==> config.mk <==
export PLATFORM = sky130hd
export DESIGN_NAME = ash_unit
export DESIGN_NICKNAME = d
export VERILOG_FILES = /design/src/rtl/ash_pkg.sv /design/src/rtl/ash_shift_core.sv /design/src/rtl/ash_flag_gen.sv /design/src/rtl/ash_unit.sv
export SDC_FILE = /design/constraint.sdc
export NUM_CORES = 1
export LEC_CHECK = 0
export BUFFER_PORTS_ARGS = -buffer_cell sky130_fd_sc_hd__buf_4
export CAP_MARGIN = 10
export CORE_MARGIN = 2
export CORE_UTILIZATION = 40
export DETAILED_ROUTE_END_ITERATION = 16
export MAX_ROUTING_LAYER = met4
export SYNTH_ARGS = -nofsm -noshare
export SYNTH_HDL_FRONTEND = slang
export SYNTH_SLANG_ARGS = --single-unit
==> constraint.sdc <==
create_clock -name clk_i -period 0.84 [get_ports clk_i]
set_clock_uncertainty 0.05 [all_clocks]
set_input_delay 0.084 -clock clk_i [delete_from_list [all_inputs] [get_ports clk_i]]
set_output_delay 0.084 -clock clk_i [all_outputs]
set_load 0.02 [all_outputs]
==> src/rtl/ash_pkg.sv <==
package ash_pkg;
  localparam int unsigned DATA_W = 40;
  localparam int unsigned AMT_W  = 7;
  localparam int unsigned CS_W   = 3;

  typedef enum logic [CS_W-1:0] {
    CS_CARRY = 3'd0,
    CS_NEG   = 3'd1,
    CS_ZERO  = 3'd2,
    CS_OVF   = 3'd3,
    CS_GT    = 3'd4,
    CS_GE    = 3'd5,
    CS_RSV6  = 3'd6,
    CS_RSV7  = 3'd7
  } cs_e;

  typedef struct packed {
    logic dc;
    logic n;
    logic z;
    logic v;
    logic gt;
  } flags_t;
endpackage

==> src/rtl/ash_shift_core.sv <==
module ash_shift_core #(
  parameter int unsigned W  = ash_pkg::DATA_W,
  parameter int unsigned AW = ash_pkg::AMT_W
) (
  input  logic [W-1:0]  src_i,
  input  logic [AW-1:0] amt_i,
  output logic [W-1:0]  res_o,
  output logic          out_bit_o
);
  localparam int unsigned XW = 2 * W;

  logic          neg;
  logic [AW-1:0] mag;
  logic [XW-1:0] lext;
  logic signed [XW-1:0] rext;

  assign neg = amt_i[AW-1];
  assign mag = neg ? AW'(-amt_i) : amt_i;

  // Widened so the last bit out lands at a fixed position; zero amount yields 0.
  always_comb begin
    lext = {{W{1'b0}}, src_i} << mag;
    rext = $signed({src_i, {W{1'b0}}}) >>> mag;
    if (neg) begin
      res_o     = rext[XW-1:W];
      out_bit_o = rext[W-1];
    end else begin
      res_o     = lext[W-1:0];
      out_bit_o = lext[W];
    end
  end
endmodule

==> src/rtl/ash_flag_gen.sv <==
module ash_flag_gen #(
  parameter int unsigned W = ash_pkg::DATA_W
) (
  input  logic [W-1:0]          res_i,
  input  logic                  out_bit_i,
  input  logic [2:0]            cs_i,
  output ash_pkg::flags_t       flags_o
);
  import ash_pkg::*;

  logic is_neg, is_zero;

  assign is_neg  = res_i[W-1];
  assign is_zero = ~|res_i;

  always_comb begin
    flags_o.n  = is_neg;
    flags_o.z  = is_zero;
    flags_o.v  = 1'b0;
    flags_o.gt = 1'b0;
    unique case (cs_e'(cs_i))
      CS_CARRY: flags_o.dc = out_bit_i;
      CS_NEG:   flags_o.dc = is_neg;
      CS_ZERO:  flags_o.dc = is_zero;
      default:  flags_o.dc = 1'b0;
    endcase
  end
endmodule

==> src/rtl/ash_unit.sv <==
module ash_unit #(
  parameter int unsigned W  = ash_pkg::DATA_W,
  parameter int unsigned AW = ash_pkg::AMT_W
) (
  input  logic          clk_i,
  input  logic          rst_ni,
  input  logic          exec_i,
  input  logic          cond_i,
  input  logic [W-1:0]  src_i,
  input  logic [AW-1:0] amt_i,
  input  logic [2:0]    cs_i,
  output logic [W-1:0]  res_o,
  output logic          res_vld_o,
  output logic          dc_o,
  output logic          n_o,
  output logic          z_o,
  output logic          v_o,
  output logic          gt_o
);
  import ash_pkg::*;

  logic [W-1:0] sh_res;
  logic         sh_out;
  flags_t       flags_d, flags_q;
  logic [W-1:0] res_q;
  logic         vld_q;

  ash_shift_core #(.W(W), .AW(AW)) i_core (
    .src_i     (src_i),
    .amt_i     (amt_i),
    .res_o     (sh_res),
    .out_bit_o (sh_out)
  );

  ash_flag_gen #(.W(W)) i_flags (
    .res_i     (sh_res),
    .out_bit_i (sh_out),
    .cs_i      (cs_i),
    .flags_o   (flags_d)
  );

  always_ff @(posedge clk_i or negedge rst_ni) begin
    if (!rst_ni) begin
      res_q <= '0;
      vld_q <= 1'b0;
    end else begin
      vld_q <= exec_i;
      if (exec_i) res_q <= sh_res;
    end
  end

  // Conditional forms never touch the status bits.
  always_ff @(posedge clk_i or negedge rst_ni) begin
    if (!rst_ni)               flags_q <= '0;
    else if (exec_i && !cond_i) flags_q <= flags_d;
  end

  assign res_o     = res_q;
  assign res_vld_o = vld_q;
  assign dc_o      = flags_q.dc;
  assign n_o       = flags_q.n;
  assign z_o       = flags_q.z;
  assign v_o       = flags_q.v;
  assign gt_o      = flags_q.gt;
endmodule

* Yosys cells after proc, flatten, opt, wreduce, memory -nomap -nowiden
Index checks and enable logic that the tools add are counted.
** Storage, ports and cells
- Bits in registers :: 44
- Output and inout bits :: 46
** Operators by class
- $add $sub $neg :: 1
- Eq/ne operators :: 2
- Shift-type cells :: 2
- Mux-type cells :: 4
- Reductions and logical operators :: 5
** Operators with widths (count)
- $sshr 80x7->80 :: 1
- $shl 40x7->41 :: 1
- $mux 40 :: 1
- $reduce_or 40->1 :: 1
- $mux 7 :: 1
- $neg 7->7 :: 1
- $eq 3x1->1 const B :: 1
- $eq 3x2->1 const B :: 1
- $logic_not 3->1 :: 1
- $pmux 1 s3 :: 1
- $logic_not 1->1 :: 2
- $logic_and 1x1->1 :: 1
- $mux 1 :: 1

* Logic depth before layout (Yosys ltp)
- Depth after elaboration :: 7
- Depth in mapped cells :: 20

* Cells and area by module
From an unflattened synthesis, not the netlist that was laid out.
** Unflattened totals
- Cells, all modules :: 938
- Area total of the unflattened synthesis :: 8020.2 µm²
** Modules (own cells, without submodules)
- ash_shift_core :: times used 1, cells each 818, area each 6149.6 µm², seq. area each 0.0 µm²
- ash_unit :: times used 1, cells each 96, area each 1697.9 µm², seq. area each 1151.1 µm²
- ash_flag_gen :: times used 1, cells each 24, area each 172.7 µm², seq. area each 0.0 µm²

* Worst setup path before layout
No wires, ideal clock.
- Path kind :: input-to-reg
- Start point :: input amt_i[0]
- End point :: register flags_q (netlist bit z_o)
- Arrival time :: 3.810 ns
- Required time :: 0.695 ns
- Slack :: -3.116 ns
- Stages :: 19
- Path buffers :: 8
- Cell sequence :: buf_2 -> buf_2 -> inv_1 -> buf_2 -> ha_1 -> mux2i_1 -> buf_4 -> buf_4 -> buf_4 -> buf_4 -> buf_1 -> mux2i_1 -> mux2i_1 -> o22a_1 -> a22oi_1 -> nand4_1 -> nor4_1 -> nand4_1 -> o31ai_1
** On the way
- Word-level cells in the longest chain between the ends :: 6
** RTL lines
- from (decl) :: line ash_unit.sv:10 : input logic [AW-1:0] amt_i,
- $neg 7->7 :: line ash_shift_core.sv:18 : assign mag = neg ? AW'(-amt_i) : amt_i;
- $mux 7 * :: line ash_shift_core.sv:18
- $sshr 80x7->80 / $shl 40x7->41 (equally long branches) :: line ash_shift_core.sv:23, ash_shift_core.sv:22
- $mux 40 * :: line ash_shift_core.sv:24 : if (neg) begin
- $reduce_or 40->1 * :: line ash_flag_gen.sv:14 : assign is_zero = ~|res_i;
- $logic_not 1->1 * :: line ash_flag_gen.sv:14
- to (signal assigned) :: line ash_unit.sv:55 : else if (exec_i && !cond_i) flags_q <= flags_d;
- to (decl) :: line ash_unit.sv:24 : flags_t flags_d, flags_q;
Every way passes the cells marked *; elsewhere a longest branch is shown, timed or not.
A chain may end at the register's enable or synchronous reset.

* Final worst setup path
- Start point :: input amt_i[0]
- End point :: register flags_q (netlist bit dc_o)
** On the way
- Word-level cells in the longest chain between the ends :: 7
** RTL lines
- $neg 7->7 :: line ash_shift_core.sv:18
- $mux 7 * :: line ash_shift_core.sv:18
- $sshr 80x7->80 / $shl 40x7->41 (equally long branches) :: line ash_shift_core.sv:23, ash_shift_core.sv:22
- $mux 40 :: line ash_shift_core.sv:24
- $reduce_or 40->1 :: line ash_flag_gen.sv:14
- $logic_not 1->1 :: line ash_flag_gen.sv:14
- $pmux 1 s3 * :: line ash_flag_gen.sv:21 : unique case (cs_e'(cs_i))
Marks and branches as above.

==> results.toml <==
[floorplan]
die_w_um = 137.2
die-area_um2 = 18820
num_rows = 48
fp.dieH_um = 137.2
core_area_um2 = 17300
start_util_pct = 41.02
io_pins = 100

[logic_synthesis]
syn_inst = 917
ys.flop_type = "dfrtp_1"
synth.area.top_cells = "mux2i_1, mux2_2, dfrtp_1, nor2_1, a21oi_1"
synthesis.area_um2 = 7096
async_flop_share_pct = 100.0
ys_seq_elements = 44
yosysSeqAreaShare_pct = 15.52
ys_warn_count = 0
synth_top_area_share_pct = 17.77
synth_top_area_cell = "mux2i_1"
avgSynthCellArea_um2 = 7.738
synth-edff-count = 0
synth.distinct_cells = 69

[setup_path]
path_max_fanout = 9
cpPeakStageDelay_ns = 0.40
rr_startpoint = "res_o[34]"
criticalPathCategory = "input port to flip-flop"
start_kind = "input port"
crit_buf_inv = 7
worstSetupStartpoint = "amt_i[0]"
r2r_cells = 2
crit_cells = 17
slowest_stage = "mux4_2"
r2r_setup_slack_ns = -0.10
r2r_end = "res_o[34]"
required_ns = 0.99
crit_arrival_ns = 3.35
crit_path_cell_trace = "buf_8 -> inv_6 -> ha_4 -> mux2i_4 -> buf_12 -> clkbuf_16 -> buf_12 -> buf_6 -> mux4_2 -> nand2_1 -> a211oi_2 -> nor4_2 -> buf_4 -> nand4_1 -> nor4_4 -> nand4_1 -> o31ai_1"
critPathCapture = "dc_o"
cp-end-kind = "flip-flop"
crit_family = "simple AND/OR/NAND/NOR gates"

[sta]
fmax_mhz = 312.2
slew_headroom_pct = 33.29
slew_viol_final = 0
hold_violations = 0
worstMarginPinSlew_ns = 0.9921
timing.final.crit_period_ns = 3.203
worst_slack_ns = -2.363
finalCritPeriodShare_pct = 381.3
setup_violations = 87
rsz0062_at_grt = "yes"

[cells_and_area]
syn_to_final_growth_pct = 102.7
final_core_util_pct = 83.15
regArea_um2 = 1101
final_cell_area_um2 = 14380
multiInputGateArea_um2 = 7656
nNetsFinal = 1453
final_layout_size_suffix_gt1_share_pct = 67.33
fill_cells = 994

[grt]
met3_usage_pct = 14.02
grt_pass1_vias = 9792
use_met2_pct = 65.26
grt_pass1_wl_um = 59670
grt.overflow.total = 0
antenna_found_initial = 3
grt_max_degree = 49
grt.total_usage_pct = 44.10
grt.busiest_layer = "met2"
grtUsageMet1_pct = 54.72

[power_and_ir_drop]
power-per-cell-area_nw_per_um2 = 1442
power_leakage_nw = 6.083
irDropWorstVdd_uv = 1304

[clocking]
cts_sinks = 44
root_buffer = "clkbuf_16"
cts_buffers = 5
cts_tree = "yes"
clk_latency_ns = 0.29
htreeDepth = 2
path_clk_slew_ns = 0.06
clock_path_buffers = 2

[status]
status = "finished with violations"
violations = "setup timing"

[routing]
vias = 11090
routed_wirelength_um = 48470
routed_via_density = 6.814
drtIter0Drc = 1509
routedWlPerCell_um = 29.79
route.detailed.drc = 0
antenna_left = 0
firstDrtPassIters = 10

[placed_design]
dpl_cell_area_um2 = 10720
dp_slack_ns = -2.750
gp_congestion = 1.129
dp_hpwl_um = 30430
port_buffers = 97

[worst_hold_path]
hp-class = "input port to flip-flop"

[flow_run]
maxCapViolCount = 0
==> cells in the final DEF, fill, tap and decap left out, types with 30 or more instances in the layout <==
cell type	instances
mux2i_2	32
mux2i_1	39
buf_6	93
buf_4	410
mux2_2	75
buf_12	30
a21oi_2	36
a21oi_1	46
nor2_1	98
dfrtp_1	44
mux2i_4	55
nand2_1	66
==> how the worst min path moves through the flow <==
| stage | end | cells after the start | startpoint | slack (ns) |
|---|---|---|---|---|
| 2_1_floorplan | dc_o | 0 | rst_ni | -0.26 |
| 3_3_place_gp | res_o[6] | 1 | rst_ni | -0.09 |
| 3_5_place_dp | res_o[14] | 1 | rst_ni | -0.09 |
| 4_1_cts | dc_o | 3 | cs_i[2] | 0.03 |
| 5_1_grt | dc_o | 3 | cs_i[2] | 0.05 |
| 6_report | dc_o | 3 | cs_i[2] | 0.03 |
==> stage by stage <==
stage               hold WS (ns)  power, mW  setup TNS, ns  std cells
floorplan                -0.2616      7.560         -80.15        918
global placement        -0.09387      12.81         -88.28       1507
detailed placement      -0.08962      12.86         -89.72       1507
CTS                      0.03007      17.38         -71.20       1565
global route             0.04781      21.18         -81.97       1627
finish                   0.03082      20.73         -79.12       1627
==> sequential cells by signal (all words and copies together) (netlist names) <==
name       cells
z_o            1
n_o            1
res_vld_o      1
dc_o           1
res_o         40
==> tightest hold or removal path: cells and delay by family <==
kind,cells,cell delay [ns]
and+or+nand+nor,1,0.10
buffers and inverters,1,0.08
AOI/OAI and AO/OA,1,0.06
==> Yosys cell counts, types with 3 or more instances <==
cell type,number
mux2_2,101
a31oi_1,18
a221oi_1,7
o22a_1,3
o21ai_0,46
a211oi_1,12
mux4_2,11
a21o_1,5
nor3_1,24
o22ai_1,9
nand2b_1,9
buf_4,9
or2_2,3
buf_1,9
o221ai_1,4
inv_1,7
o31ai_1,5
nor3b_1,3
a21oi_1,90
buf_2,28
o21ai_1,4
o221a_2,3
nand4_1,8
a22oi_1,7
mux2i_1,126
a32oi_1,7
nand2_1,77
nor4_1,10
o211ai_1,8
nor2_1,123
dfrtp_1,44
clkbuf_1,33
nand3_1,13
or3_1,3
xnor2_1,4
==> cells by family after synthesis <==
group,synth area share (%)
AOI/OAI and AO/OA,22.34
xor gates and xnor gates,0.8464
adders and majority gates,0.1763
buffers and inverters,5.731
DFF,15.52
muxes,37.30
other,0.05285
and+or+nand+nor,18.04
==> routing by layer <==
layer  part of all wire [%]  up-vias
met4                    9.1        0
met2                     42      988
met3                     15      400
li1                       -     4430
met5                      0        -
met1                     34     5268
==> cell type report <==
class                           instances  share of cell area [%]
Sequential cell                        44                   7.656
Timing Repair Buffer                  553                   35.70
Clock buffer                            6                  0.8961
Multi-Input combinational cell        786                   53.24
Inverter                                8                  0.2610
Tap cell                              225                   1.958
Clock inverter                          2                  0.2436
Antenna cell                            3                 0.05220
==> report_power, final <==
part           total, mW  switching (mW)  internal [mW]
logic               15.8            8.12           7.64
registers           2.69           0.252           2.44
clock network       2.28           0.876           1.40
total               20.7            9.25           11.5
==> timing repair <==
item                                    in CTS  in global routing
resized for setup                          277                248
gates cloned                                 6                  5
endpoints found under the hold margin       44                  0
pin swaps                                   21                 74
hold buffers                                 1                  0
endpoints found under the setup margin      87                 87
buffers inserted                            47                 69
No activity file was read; power rests on OpenSTA's default activity.
